<file path="src/rtl/dsp_shift_pkg.sv">
`timescale 1ns/1ps
package dsp_shift_pkg;

    localparam int SR_W = 8;

    typedef enum logic [2:0] {
        MODE_CARRY = 3'b000,
        MODE_NEG   = 3'b001,
        MODE_ZERO  = 3'b010,
        MODE_OVF   = 3'b011,
        MODE_SGT   = 3'b100,
        MODE_SGE   = 3'b101,
        MODE_RSV6  = 3'b110,
        MODE_RSV7  = 3'b111
    } dc_mode_e;

    typedef struct packed {
        dc_mode_e mode;
        logic     gt;
        logic     v;
        logic     z;
        logic     n;
        logic     dc;
    } status_t;

    // Decision flag as chosen by the mode field
    function automatic logic pick_dc(dc_mode_e mode, logic carry,
                                     logic msb, logic is_zero);
        logic d;
        case (mode)
            MODE_CARRY: d = carry;
            MODE_NEG:   d = msb;
            MODE_ZERO:  d = is_zero;
            default:    d = 1'b0;
        endcase
        return d;
    endfunction

endpackage

</file>
<file path="src/rtl/shift_core.sv">
`timescale 1ns/1ps
module shift_core #(
    parameter int DATA_W = 32,
    parameter int AMT_W  = 6
) (
    input  logic [DATA_W-1:0] operand,
    input  logic [AMT_W-1:0]  amt,
    output logic [DATA_W-1:0] shifted,
    output logic              carry_out
);
    // Right shifts reuse the left barrel on a bit-reversed operand.
    logic              go_right;
    logic [AMT_W-1:0]  mag;
    logic [DATA_W-1:0] op_rev;
    logic [DATA_W-1:0] src;
    logic [DATA_W-1:0] stage_v [0:AMT_W];
    logic              stage_c [0:AMT_W];
    logic [DATA_W-1:0] out_rev;

    assign go_right = amt[AMT_W-1];
    assign mag      = go_right ? (~amt + 1'b1) : amt;

    for (genvar g = 0; g < DATA_W; g++) begin : g_rev
        assign op_rev[g]  = operand[DATA_W-1-g];
        assign out_rev[g] = stage_v[AMT_W][DATA_W-1-g];
    end

    assign src        = go_right ? op_rev : operand;
    assign stage_v[0] = src;
    assign stage_c[0] = 1'b0;

    for (genvar i = 0; i < AMT_W; i++) begin : g_stage
        localparam int S = 1 << i;
        if (S < DATA_W) begin : g_part
            assign stage_v[i+1] = mag[i] ? (stage_v[i] << S) : stage_v[i];
            assign stage_c[i+1] = mag[i] ? stage_v[i][DATA_W-S] : stage_c[i];
        end else if (S == DATA_W) begin : g_full
            assign stage_v[i+1] = mag[i] ? '0 : stage_v[i];
            assign stage_c[i+1] = mag[i] ? stage_v[i][0] : stage_c[i];
        end else begin : g_over
            assign stage_v[i+1] = mag[i] ? '0 : stage_v[i];
            assign stage_c[i+1] = mag[i] ? 1'b0 : stage_c[i];
        end
    end

    assign shifted   = go_right ? out_rev : stage_v[AMT_W];
    assign carry_out = stage_c[AMT_W];

endmodule

</file>
<file path="src/rtl/flag_calc.sv">
`timescale 1ns/1ps
module flag_calc
    import dsp_shift_pkg::*;
#(
    parameter int DATA_W = 32
) (
    input  logic [DATA_W-1:0] shifted,
    input  logic              carry,
    input  dc_mode_e          mode,
    output status_t           next_flags
);
    logic msb;
    logic is_zero;

    assign msb     = shifted[DATA_W-1];
    assign is_zero = (shifted == '0);

    always_comb begin
        next_flags.mode = mode;
        next_flags.gt   = 1'b0;
        next_flags.v    = 1'b0;
        next_flags.z    = is_zero;
        next_flags.n    = msb;
        next_flags.dc   = pick_dc(mode, carry, msb, is_zero);
    end

endmodule

</file>
<file path="src/rtl/status_reg.sv">
`timescale 1ns/1ps
module status_reg
    import dsp_shift_pkg::*;
(
    input  logic    clk,
    input  logic    rst,
    input  logic    wr_en,
    input  status_t wr_val,
    input  logic    upd_en,
    input  status_t upd_val,
    output status_t q
);
    always_ff @(posedge clk) begin
        if (rst)
            q <= '0;
        else if (wr_en)
            q <= wr_val;
        else if (upd_en)
            q <= upd_val;
    end

endmodule

</file>
<file path="src/rtl/dsp_logic_shifter.sv">
`timescale 1ns/1ps
module dsp_logic_shifter
    import dsp_shift_pkg::*;
#(
    parameter int DATA_W = 32,
    parameter int AMT_W  = 6
) (
    input  logic              clk,
    input  logic              rst,
    input  logic              op_valid,
    input  logic              op_cond,
    input  logic              cond_true,
    input  logic [DATA_W-1:0] operand,
    input  logic [AMT_W-1:0]  shamt,
    input  logic              sr_wr_en,
    input  logic [SR_W-1:0]   sr_wr_data,
    output logic [DATA_W-1:0] result,
    output logic              exec,
    output logic [SR_W-1:0]   status
);
    logic    carry;
    status_t sr_q;
    status_t flags_nx;
    logic    flag_upd;

    shift_core #(.DATA_W(DATA_W), .AMT_W(AMT_W)) u_core (
        .operand   (operand),
        .amt       (shamt),
        .shifted   (result),
        .carry_out (carry)
    );

    flag_calc #(.DATA_W(DATA_W)) u_flags (
        .shifted    (result),
        .carry      (carry),
        .mode       (sr_q.mode),
        .next_flags (flags_nx)
    );

    assign flag_upd = op_valid && !op_cond;
    assign exec     = op_valid && (!op_cond || cond_true);

    status_reg u_sr (
        .clk     (clk),
        .rst     (rst),
        .wr_en   (sr_wr_en),
        .wr_val  (status_t'(sr_wr_data)),
        .upd_en  (flag_upd),
        .upd_val (flags_nx),
        .q       (sr_q)
    );

    assign status = sr_q;

endmodule

</file>
<file path="config.mk">
export PLATFORM = sky130hd
export DESIGN_NAME = dsp_logic_shifter
export DESIGN_NICKNAME = d
export VERILOG_FILES = /design/src/rtl/dsp_shift_pkg.sv /design/src/rtl/shift_core.sv /design/src/rtl/flag_calc.sv /design/src/rtl/status_reg.sv /design/src/rtl/dsp_logic_shifter.sv
export SDC_FILE = /design/constraint.sdc
export NUM_CORES = 1
export LEC_CHECK = 0
export BUFFER_PORTS_ARGS = -buffer_cell sky130_fd_sc_hd__buf_2
export CAP_MARGIN = 20
export CORE_ASPECT_RATIO = 0.7
export CORE_UTILIZATION = 45
export DETAILED_ROUTE_END_ITERATION = 10
export GPL_TIMING_DRIVEN = 1
export PLACE_DENSITY_LB_ADDON = 0.3
export SKIP_LAST_GASP = 1
export SYNTH_ARGS = -nofsm -noshare
export SYNTH_HDL_FRONTEND = slang
export SYNTH_SLANG_ARGS = --single-unit
</file>
<file path="constraint.sdc">
create_clock -name clk -period 8.7 [get_ports clk]
set_clock_uncertainty 0.2 [all_clocks]
set_input_delay 1.74 -clock clk [delete_from_list [all_inputs] [get_ports clk]]
set_output_delay 1.74 -clock clk [all_outputs]
set_load 0.05 [all_outputs]
</file>
# Word-level counts from Yosys, hierarchy flattened
# Index checks and enable logic that the tools add are counted.
dict set report totals {
  n_memories 0
  latch_bits 0
  input_bits 52
  rom_bits 0
  reg_bits 8
  ramBits 0
}
dict set report op_classes {
  mux 18
  n_reduce_logical 7
  n_div 0
  bitwise_logic 1
  n_eq_ne 2
  shift 0
  order_cmp 0
  n_addsub 1
  n_mul 0
}
# op count
set op_table {}
lappend op_table {{$mux 32} 8}
lappend op_table {{$logic_not 32->1} 1}
lappend op_table {{$mux 8} 1}
lappend op_table {{$add 6x1->6 const B} 1}
lappend op_table {{$mux 1} 6}
lappend op_table {{$mux 6} 1}
lappend op_table {{$not 6->6} 1}
lappend op_table {{$mux 5} 1}
lappend op_table {{$eq 3x1->1 const B} 1}
lappend op_table {{$eq 3x2->1 const B} 1}
lappend op_table {{$logic_not 3->1} 1}
lappend op_table {{$pmux 1 s3} 1}
lappend op_table {{$logic_and 1x1->1} 2}
lappend op_table {{$reduce_bool 2->1} 1}
lappend op_table {{$logic_not 1->1} 1}
lappend op_table {{$logic_or 1x1->1} 1}

# Depth between registers and ports, before layout
# Gate-level depths: netlist of run 1.
dict set report depth {
  ltp_word 14
  ltp_mapped 18
  mapped_depth_nobuf 12
}

# Cells and area by module
# Synthesis of run 1 repeated with hierarchy kept, for this count alone.
dict set report unflattened {
  hier_cells 478
  area_unflattened_um2 3942.5
}
# mod area_per_inst_um2 seq_area_each_um2 cells_each n_inst
set modules_own_cells {}
lappend modules_own_cells {shift_core 3393.3 0.0 416 1}
lappend modules_own_cells {status_reg 369.1 160.2 35 1}
lappend modules_own_cells {flag_calc 162.7 0.0 24 1}
lappend modules_own_cells {dsp_logic_shifter 17.5 0.0 3 1}

# Least setup slack after synthesis of run 1
# OpenSTA, ideal clock, no wires.
dict set report synth_path {
  path_type {input to output}
  from {input port shamt[0]}
  to {output port result[31]}
  required_time_ns 6.760
  arrival_time_ns 5.156
  cell_stages 12
  slack_ns 1.604
  path_buffers 4
  path_cell_list {buf_6 -> buf_6 -> buf_2 -> inv_1 -> ha_1 -> nand2b_1 -> xnor2_1 -> buf_2 -> nand2_1 -> a21oi_1 -> a21oi_1 -> a221oi_1}
}
dict set report synth_between {
  elab_chain_len 10
}
# item line_no
set synth_lines {}
lappend synth_lines {{start: declaration} dsp_logic_shifter.sv:14} ;# input logic [AMT_W-1:0] shamt,
lappend synth_lines {{$not 6->6} shift_core.sv:21} ;# assign mag = go_right ? (~amt + 1'b1) : amt;
lappend synth_lines {{$add 6x1->6} shift_core.sv:21}
lappend synth_lines {{$mux 6 (*)} shift_core.sv:21}
lappend synth_lines {{$mux 32 (5 in series)} shift_core.sv:35} ;# assign stage_v[i+1] = mag[i] ? (stage_v[i] << S) : stage_v[i];
lappend synth_lines {{$mux 32 (*)} shift_core.sv:38} ;# assign stage_v[i+1] = mag[i] ? '0 : stage_v[i];
lappend synth_lines {{$mux 32 (*)} shift_core.sv:46} ;# assign shifted = go_right ? out_rev : stage_v[AMT_W];
lappend synth_lines {{end: declaration} dsp_logic_shifter.sv:17} ;# output logic [DATA_W-1:0] result,
# Every way passes the cells marked *; elsewhere a longest branch is shown, timed or not.

# Final worst setup path of run 1
dict set report layout_path {
  from {input port shamt[0]}
  to {output port result[15]}
}
# The elaborated chain is that of the path after synthesis.

==> results of run 1 <==
worst reg2reg max path: stages, from the launching register on:
cell     delay (ps)
dfxtp_1         320
or3_1           390
nor3b_1         290
nand3_1         130
a31oi_1         170
synth_stat cells (10+ instances only):
cell type / number / area [um^2]
clkbuf_1: 13 / 48.8
nor2_1: 41 / 154
mux4_2: 11 / 248
a21oi_1: 29 / 145
mux2i_1: 58 / 581
a22oi_1: 15 / 113
nand3_1: 19 / 95.1
o22ai_1: 16 / 100
buf_2: 18 / 90.1
o21ai_0: 18 / 90.1
mux2_2: 29 / 327
a221oi_1: 12 / 105
nand2_1: 46 / 173
nand2b_1: 10 / 62.6
how the worst max path moves through the flow:
stage	from	endpoint	slack (ps)
2_1_floorplan	shamt[0]	result[31]	1600
6_report	shamt[0]	result[15]	1670
3_3_place_gp	shamt[0]	result[2]	1810
3_5_place_dp	shamt[0]	result[29]	1780
4_1_cts	shamt[0]	result[29]	1750
5_1_grt	shamt[0]	result[31]	1470
cell type report:
type	count	area, um^2	area share [%]
Tap cell	101	126	2.97
Inverter	9	33.8	0.793
Clock buffer	3	75.1	1.76
Sequential cell	8	160	3.76
Timing Repair Buffer	100	520	12.2
Multi-Input combinational cell	442	3340	78.5
cell families (layout without fill, tap and decap cells):
group | count (synthesis) | count (layout) | share of synthesized area [%]
AO/OA/AOI/OAI | 175 | 175 | 34.8
XOR/XNOR | 5 | 5 | 1.57
adder cells (fa/ha/maj) | 1 | 1 | 0.334
buffers and inverters | 51 | 112 | 6.62
flip-flops | 8 | 8 | 4.28
multiplexers | 99 | 99 | 31.3
AND/OR/NAND/NOR | 162 | 162 | 21.2
per-stage QoR:
stage	area, um^2	hold WS [ps]	cells	worst slack [ps]	total power [mW]
finish	4260	330	663	1670	0.584
global placement	4180	303	660	1810	0.494
global route	4260	378	663	1470	0.613
floorplan	3740	546	501	1600	0.374
CTS	4260	328	663	1750	0.569
detailed placement	4180	321	660	1780	0.490
report_power, final:
part / internal [mW] / leakage (nW) / switching (mW)
Sequential: 0.0391 / 0.0661 / 0.00166
Clock: 0.0593 / 0.0370 / 0.0179
Combinational: 0.144 / 1.69 / 0.321
Total: 0.243 / 1.79 / 0.341
routing by layer:
metal | track usage, % | up-vias | routed length [um]
met5 | 0 | - | 0
met4 | 6.44 | 0 | 209
met3 | 8.19 | 33 | 2320
met2 | 51.4 | 395 | 6260
met1 | 51.3 | 2246 | 6470
li1 | - | 2116 | -
==> impl_results.md, run 1 <==
* Yosys warns at 0
* Commonest non-fill, non-tap cell in the layout: buf_2
* Initial drt markers at 787
* Crit path time final at 7030 ps
* Hold Crit Class: flop to flop
* Inserted Clock Buffers at 3
* Top_reg_cell synth: dfxtp_1
* Hold path endpoint: u_sr.q[7]$_SDFFE_PP0P_
* Slowest-stage cell, CP: mux4_2
* CTS Root Cell: clkbuf_16
* Post-Route WL at 15300 um
* Crit-path max FO at 22
* Failing checks: DRC
* Critical path class: input port to output port
* Worst EP required at 6760 ps
* CTS sink cnt at 8
* Data arrival time of the worst path at 5090 ps
* CTS tree: built
* Initial antenna violation count at 0
* #FFs+latches synth at 8
* Synthesis-to-finish area growth at 13.8%
* Cts-stage hold buffer count at 0
* I/O Buffers at 92
* Wire length per cell at 23.0 um
* Post-Route Setup TNS at 0 ps
* Util after Layout at 53.4%
* # diodes at 0
* Leak pwr at 1.79 nW
* Ys async rst share at 0%
* Largest net degree at the start of global routing at between 50 and 60
* Critical path depth at 10
* DP HPWL at 12000 um
* 1st-pass router iterations at 9
* Largest Register: u_sr.q
* Worst-Margin Slew at ~1000 ps
* Maximum VDD drop at 73.2 uV
* Max-slew violations at 0
* Nets at 617
* Synthesized Nets at 554
* PD cells at 137 nW/um^2
* Delay-heaviest family, CP: buffers and inverters
* H-tree lvl count at 1
* Via density at 7.22
* Vias at 4790
* Reg2Reg Setup Slack at roughly 7100 ps
* Final setup viols at 0
* Register-to-Register Path Depth at 4
* Clock latency on the worst-skew pair at 230 ps
* Hold path cells at 2
* Commonest non-fill, non-tap cells in the layout: buf_2, mux2i_1, nand2_1
* Layout cells sized above 1 at 29.0%
* Clock Pin Slew Worst Setup and Hold Paths at 40 ps
* CP bufs+invs at 4
* Final Hold Fails at 0
* Cells after Synth at 501
* Vias in the first global route at 4362
* Crit start category: input port
* Global-route wire length before repair at 24300 um
* # fillers at 771
* Tot GR Track Use at between 30% and 40%
* Post-CTS setup repair buffer count at 0
* Die Width at roughly 110 um
* Crit-path max cell delay at about 530 ps
* Mean Syn Cell Area at 7.47 um^2
* Crit-path cells: buf_2 -> inv_1 -> ha_1 -> and2_1 -> a22oi_1 -> and2_1 -> mux4_2 -> a222oi_1 -> inv_1 -> buf_2
* Die H at 78.3 um
* Min-delay src: u_sr.q[7]$_SDFFE_PP0P_
* Die area at ~8700 um^2
* Status: finished, violations left
* Residual DRC count at 10
* Placeable Area at 7970 um^2
* Post-synth EDFFs at 0
* RSZ-0062 raised after global routing: no
* Routed Antenna Nets at 0
* Row count at 27
* Total congestion overflow at 0
* Max Clk Rate at 142 MHz
* Max clock buf depth at 2
* Initial core utilization at between 40% and 50%
* R2r endpoint: u_sr.q[0]$_SDFFE_PP0P_
* Ports at 93
* CP Capture Type: output port
* Slew Limit Headroom at 30.2%
* Tcrit/Tclk final at just over 80%
* Regs by FF count: u_sr.q (8)
* Netlist cell types at 75
* Seq/Total Area, Yosys at 4.28%
* Mapped Area at 3740 um^2
* Max reg flops at 8
* GPL Wtd Cong at between 1 and 1.5
* CTS resizes at 0
* R2R Path Start: u_sr.q[7]$_SDFFE_PP0P_
* Max-Cap Viols at 0
No activity file was read; power rests on OpenSTA's default activity.
==> run 2, diff against run 1 <==
- ABC_AREA: unset -> 1
- clock period: 8.7 -> 5.9 ns (I/O delays scaled with it)
==> run 2 against run 1 <==
  * The run now ends clean
  * Non-clock buffer count up 5
  * Clock power is 8.7% lower
  * Synthesized cell count grew 36%
  * Largest cell class unchanged
  * Largest power group unchanged
==> impl_results.md, run 2 <==
* Cts-stage hold buffer count at 0
* Synth Area in Adders at 0.394%
* Die area at 7410 um^2
* CTS Root Cell: clkbuf_8
* Leak pwr at between 2 and 2.5 nW
* Hold Crit Class: flop to flop
* Cells after Synth at 682
* Worst EP required at 4520 ps
* Row count at 25
* Mean Syn Cell Area at approximately 4.7 um^2
* I/O Buffers at 92
* CTS resizes at 0
* Count leader, synth: nand2_1
* Initial drt markers at between 600 and 700
* Global-route wire length before repair at 18800 um
* Worst-Margin Slew at roughly 650 ps
* PD cells at 200 nW/um^2
* Maximum VDD drop at 105 uV
* Place WS at a little over 1000 ps
* # diodes at 0
* Layout cells sized above 1 at 15.8%
* Nets at 800
* Netlist cell types at 26
* Vias in the first global route at 4006
* Delay-heaviest family, CP: simple AND/OR/NAND/NOR gates
* Synthesized Nets at 735
* Inserted Clock Buffers at 3
* Ports at 93
* Crit path time final at around 5000 ps
* GRT busiest layer: met1
* Post-Synth Simple-Gate Area at 75.7%
* Ys async rst share at 0%
* Top_reg_cell synth: dfxtp_1
* XOR/XNOR Fraction of Synth Area at 1.02%
* Die Width at 102 um
* Tcrit/Tclk final at 84.2%
* Max-Cap Viols at 0
* Most common cell on crit path: nand2_1
* RSZ-0062 raised after global routing: no
* Max Clk Rate at about 200 MHz
* Grt met3 use at 2.99%
* Residual DRC count at 0
* Yosys warns at 0
* Crit start category: input port
* Initial antenna violation count at 0
* Post-CTS setup repair buffer count at 0
* Regs by FF count: u_sr.q (8)
* Routed Antenna Nets at 0
* Tot GR Track Use at a little under a third
* Crit-path max cell delay at 510 ps
* # fillers at 781
* GPL Wtd Cong at between 0.9 and 1
* Post-Route WL at 11500 um
* Slew Limit Headroom at 56.8%
* Proportion of synthesized area in mux cells at 0%
* Ranking of synthesized cells by area: nand3_1, nand2_1, inv_1
* Final Hold Fails at 0
* Synthesis-to-finish area growth at 15.1%
* Status: finished, final reports clean
* Util after Layout at 53.9%
* Clock Pin Slew Worst Setup and Hold Paths at around 50 ps
* Via density at 5.64
* Largest Register: u_sr.q
* Crit-path cells: buf_2 -> inv_2 -> ha_1 -> nand2_1 -> inv_2 -> nor2_4 -> nand3_1 -> nand2_1 -> nand2_1 -> a21oi_1 -> nand2_1 -> nand3_1 -> nand2_1 -> inv_1 -> buf_2
* Placeable Area at 6790 um^2
* M1 GR Usage at 48.6%
* Largest net degree at the start of global routing at 38
* Most instantiated cells after synthesis: nand2_1, nand3_1, inv_1
* Seq/Total Area, Yosys at 5.04%
* Max reg flops at 8
* CTS sink cnt at 8
* Critical path class: input port to output port
* Wire length per cell at 13.7 um
* Crit path setup slack, layout at 934 ps
* Post-Route Setup TNS at 0 ps
* Post-synth top area cell: nand3_1
* H-tree lvl count at 1
* Commonest non-fill, non-tap cells in the layout: nand2_1, nand3_1, buf_2
* Commonest non-fill, non-tap cell in the layout: nand2_1
* Vias at ~4700
* Data arrival time of the worst path at 3590 ps
* Clock latency on the worst-skew pair at 230 ps
* CP bufs+invs at 5
* #FFs+latches synth at 8
* Initial core utilization at 46.8%
* CTS tree: built
* Max-slew violations at 0
* Max clock buf depth at 2
* Crit-path max FO at 29
* CP Capture Type: output port
* Die H at about 72 um
* Mapped Area at 3180 um^2
* 1st-pass router iterations at 8
* Hold Worst Slack at 276 ps
* Yosys top cell area share at a little under two fifths
* Post-synth EDFFs at 0
* Grt met2 use at 48.4%
* DP HPWL at 9240 um
* Compound-gate portion of the synthesized area at 4.21%
* Final setup viols at 0
* Largest family of logic cells by synthesized area: simple AND/OR/NAND/NOR gates
* Slowest-stage cell, CP: nor2_4
* Total congestion overflow at 0
## run 2: worst reg2reg max path: cells and delay by family (launching register included)
| family | cells | cell delay (ps) |
|---|---|---|
| DFF | 1 | 310 |
| buffers and inverters | 2 | 160 |
| AOI/OAI and AO/OA | 2 | 270 |
| and+or+nand+nor | 3 | 190 |
## run 2: cell families (layout without fill, tap and decap cells)
family | Yosys count | in the layout
compound gates | 22 | 22
xor+xnor | 2 | 2
fa+ha+maj | 1 | 1
buf+inv | 97 | 160
flops | 8 | 8
simple gates | 552 | 552
## run 2: metrics by stage
| stage | power (mW) | instances | cell area (um^2) |
|---|---|---|---|
| finish | 0.730 | 839 | 3660 |
| detailed placement | 0.648 | 836 | 3620 |
| floorplan | 0.516 | 682 | 3180 |
| global route | 0.793 | 839 | 3660 |
| CTS | 0.720 | 839 | 3660 |
| global placement | 0.643 | 836 | 3620 |
## run 2: final cells by class
| cell class | count | area (um^2) | area share, % |
|---|---|---|---|
| inverter | 52 | 195 | 5.34 |
| tap | 94 | 118 | 3.21 |
| clock buffer | 3 | 41.3 | 1.13 |
| sequential | 8 | 160 | 4.38 |
| timing repair buffer | 105 | 558 | 15.3 |
| multi-input combinational | 577 | 2590 | 70.7 |
## run 2: worst paths after layout
path	startpoint	to	slack, ps	depth (start not counted)
worst min-delay path	u_sr.q[3]$_SDFFE_PP0P_	u_sr.q[3]$_SDFFE_PP0P_	280	2
worst min register to register	u_sr.q[3]$_SDFFE_PP0P_	u_sr.q[3]$_SDFFE_PP0P_	280	2
worst max-delay path	shamt[0]	result[20]	930	15
worst max register to register	u_sr.q[6]$_SDFFE_PP0P_	u_sr.q[0]$_SDFFE_PP0P_	4700	7
## run 2: where the power goes
group          internal, mW  switching (mW)
combinational         0.160           0.440
sequential           0.0576         0.00210
clock                0.0446          0.0259
total                 0.262           0.468
## run 2: routing by layer
layer / part of all wire [%] / wire length, um / vias up
li1: - / - / 2375
met1: 48 / 5520 / 2084
met2: 41 / 4750 / 251
met3: 9.8 / 1130 / 18
met4: 1.1 / 123 / 0
met5: 0 / 0 / -
==> run 3, diff against run 2 <==
- clock period: 5.9 -> 4.9 ns (I/O delays scaled with it)
==> run 3 against run 2 <==
  * Worst hold slack about the same
  * Final cell count is 0.12% lower
  * Largest power group unchanged
  * Highest routed layer unchanged
  * Non-clock buffer count shrank 1
  * Combinational power increased by 19%
  * Sequential share of layout area hardly changed
  * Count of clock-buffer cells in the layout stayed put
==> impl_results.md, run 3 (same netlist as run 2, synthesis figures left out) <==
* Status: finished, final reports clean
* Most common cell on crit path: nand2_1
* Cts-stage hold buffer count at 0
* Nets at 799
* Crit-path max FO at 35
* Commonest non-fill, non-tap cell in the layout: nand2_1
* Initial antenna violation count at 0
* Largest net degree at the start of global routing at 36
* Max-slew violations at 0
* H-tree lvl count at 1
* Regs by FF count: u_sr.q (8)
* Hold path cells at 2
* RSZ-0062 raised after global routing: no
* Ports at 93
* Register-to-Register Path Depth at 3
* CTS Root Cell: clkbuf_8
* Crit path time final at 4360 ps
* Routed Antenna Nets at 0
* Data arrival time of the worst path at 3180 ps
* Hold Crit Class: flop to flop
* DP HPWL at around 9000 um
* Slew Limit Headroom at between 60% and 70%
* Post-Route Setup TNS at 0 ps
* Tot Pwr at 870 uW
* CTS tree: built
* Wire length per cell at 13.3 um
* Critical path depth at 16
* Util after Layout at 53.8%
* Max Clk Rate at 229 MHz
* Crit-path cells: buf_2 -> inv_1 -> ha_1 -> nand2_1 -> inv_2 -> nor2_4 -> buf_4 -> nand3_1 -> nand2_1 -> nand2_1 -> a21oi_1 -> nand2_1 -> nand3_1 -> nand2_1 -> inv_1 -> buf_2
* Initial core utilization at a little under half
* CP Capture Type: output port
* 1st-pass router iterations at 5
* Inserted Clock Buffers at 3
* Dpl cells at 835
* Tot GR Track Use at 30.2%
* Crit start category: input port
* Vias at 4657
* Die area at 7410 um^2
* Max-Cap Viols at 0
* Critical path class: input port to output port
* Largest Register: u_sr.q
* Hold Worst Slack at 276 ps
* Row count at 25
* Layout cells sized above 1 at 15.7%
* Tcrit/Tclk final at 89.0%
* CP bufs+invs at 6
* Maximum VDD drop at 172 uV
* CTS sink cnt at 8
* Vias in the first global route at 3898
* Leak pwr at between 2 and 2.5 nW
* Total congestion overflow at 0
* Slowest-stage cell, CP: buf_4
* Max clock buf depth at 2
* Final Hold Fails at 0
* Clock latency on the worst-skew pair at 230 ps
* I/O Buffers at 92
* Post-CTS setup repair buffer count at 0
* CTS resizes at 0
* Die Width at 102 um
* Initial drt markers at 499
* Max reg flops at 8
* GPL Wtd Cong at 0.929
* Residual DRC count at 0
* Worst-Margin Slew at ~500 ps
* Placeable Area at just under 7000 um^2
* Post-Route WL at 11200 um
* Global-route wire length before repair at approximately 18000 um
* Commonest non-fill, non-tap cells in the layout: nand2_1, nand3_1, buf_2
* Crit-path max cell delay at 330 ps
* Final setup viols at 0
* Via density at around 5.6
* Die H at 72.3 um
* Synthesis-to-finish area growth at 14.9%
* Post-route insts no fill at 838
* PD cells at ~240 nW/um^2
* Clock Pin Slew Worst Setup and Hold Paths at 40 ps
* # fillers at 794
* # diodes at 0
* Delay-heaviest family, CP: buffers and inverters
* Worst EP required at 3720 ps
[run 3: cell types whose count changed in the layout (fill, tap and decap cells not counted)]
| cell | delta |
|---|---|
| buf_4 | -1 |
[run 3: final timing paths]
check | slack, ps | to | from
setup / recovery | 540 | result[11] | shamt[1]
hold / removal | 280 | u_sr.q[3]$_SDFFE_PP0P_ | u_sr.q[3]$_SDFFE_PP0P_
setup reg to reg | 3650 | u_sr.q[0]$_SDFFE_PP0P_ | u_sr.q[6]$_SDFFE_PP0P_
hold reg to reg | 280 | u_sr.q[3]$_SDFFE_PP0P_ | u_sr.q[3]$_SDFFE_PP0P_
[run 3: cell type report]
cell class	count	area (um^2)	area share (%)
multi-input combinational	577	2590	70.8
timing repair buffer	104	551	15.1
inverter	52	195	5.35
sequential	8	160	4.39
tap	94	118	3.22
clock buffer	3	41.3	1.13
[run 3: per-layer routing]
metal | part of all wire, % | vias to the layer above | global-route usage, %
li1 | - | 2373 | -
met1 | 49 | 2062 | 46.0
met2 | 42 | 212 | 47.3
met3 | 8.0 | 10 | 2.41
met4 | 0.62 | 0 | 3.17
met5 | 0 | - | 0
[run 3: worst reg2reg max path, cell delays in order, from the launching register on]
cell,delay (ps)
dfxtp_1,320
a2111oi_0,440
nand2_1,100
a21oi_1,120
[run 3: per-stage QoR]
step | worst slack (ps) | cell area [um^2]
6_report | 538 | 3650
5_1_grt | 345 | 3650
4_1_cts | 564 | 3650
3_5_place_dp | 566 | 3610
3_3_place_gp | 623 | 3610
2_1_floorplan | 705 | 3180
[run 3: report_power, final]
part / internal (mW) / total (mW) / switching [mW]
sequential: 0.0695 / 0.0722 / 0.00272
clock: 0.0535 / 0.0824 / 0.0290
combinational: 0.191 / 0.715 / 0.524
total: 0.314 / 0.870 / 0.556
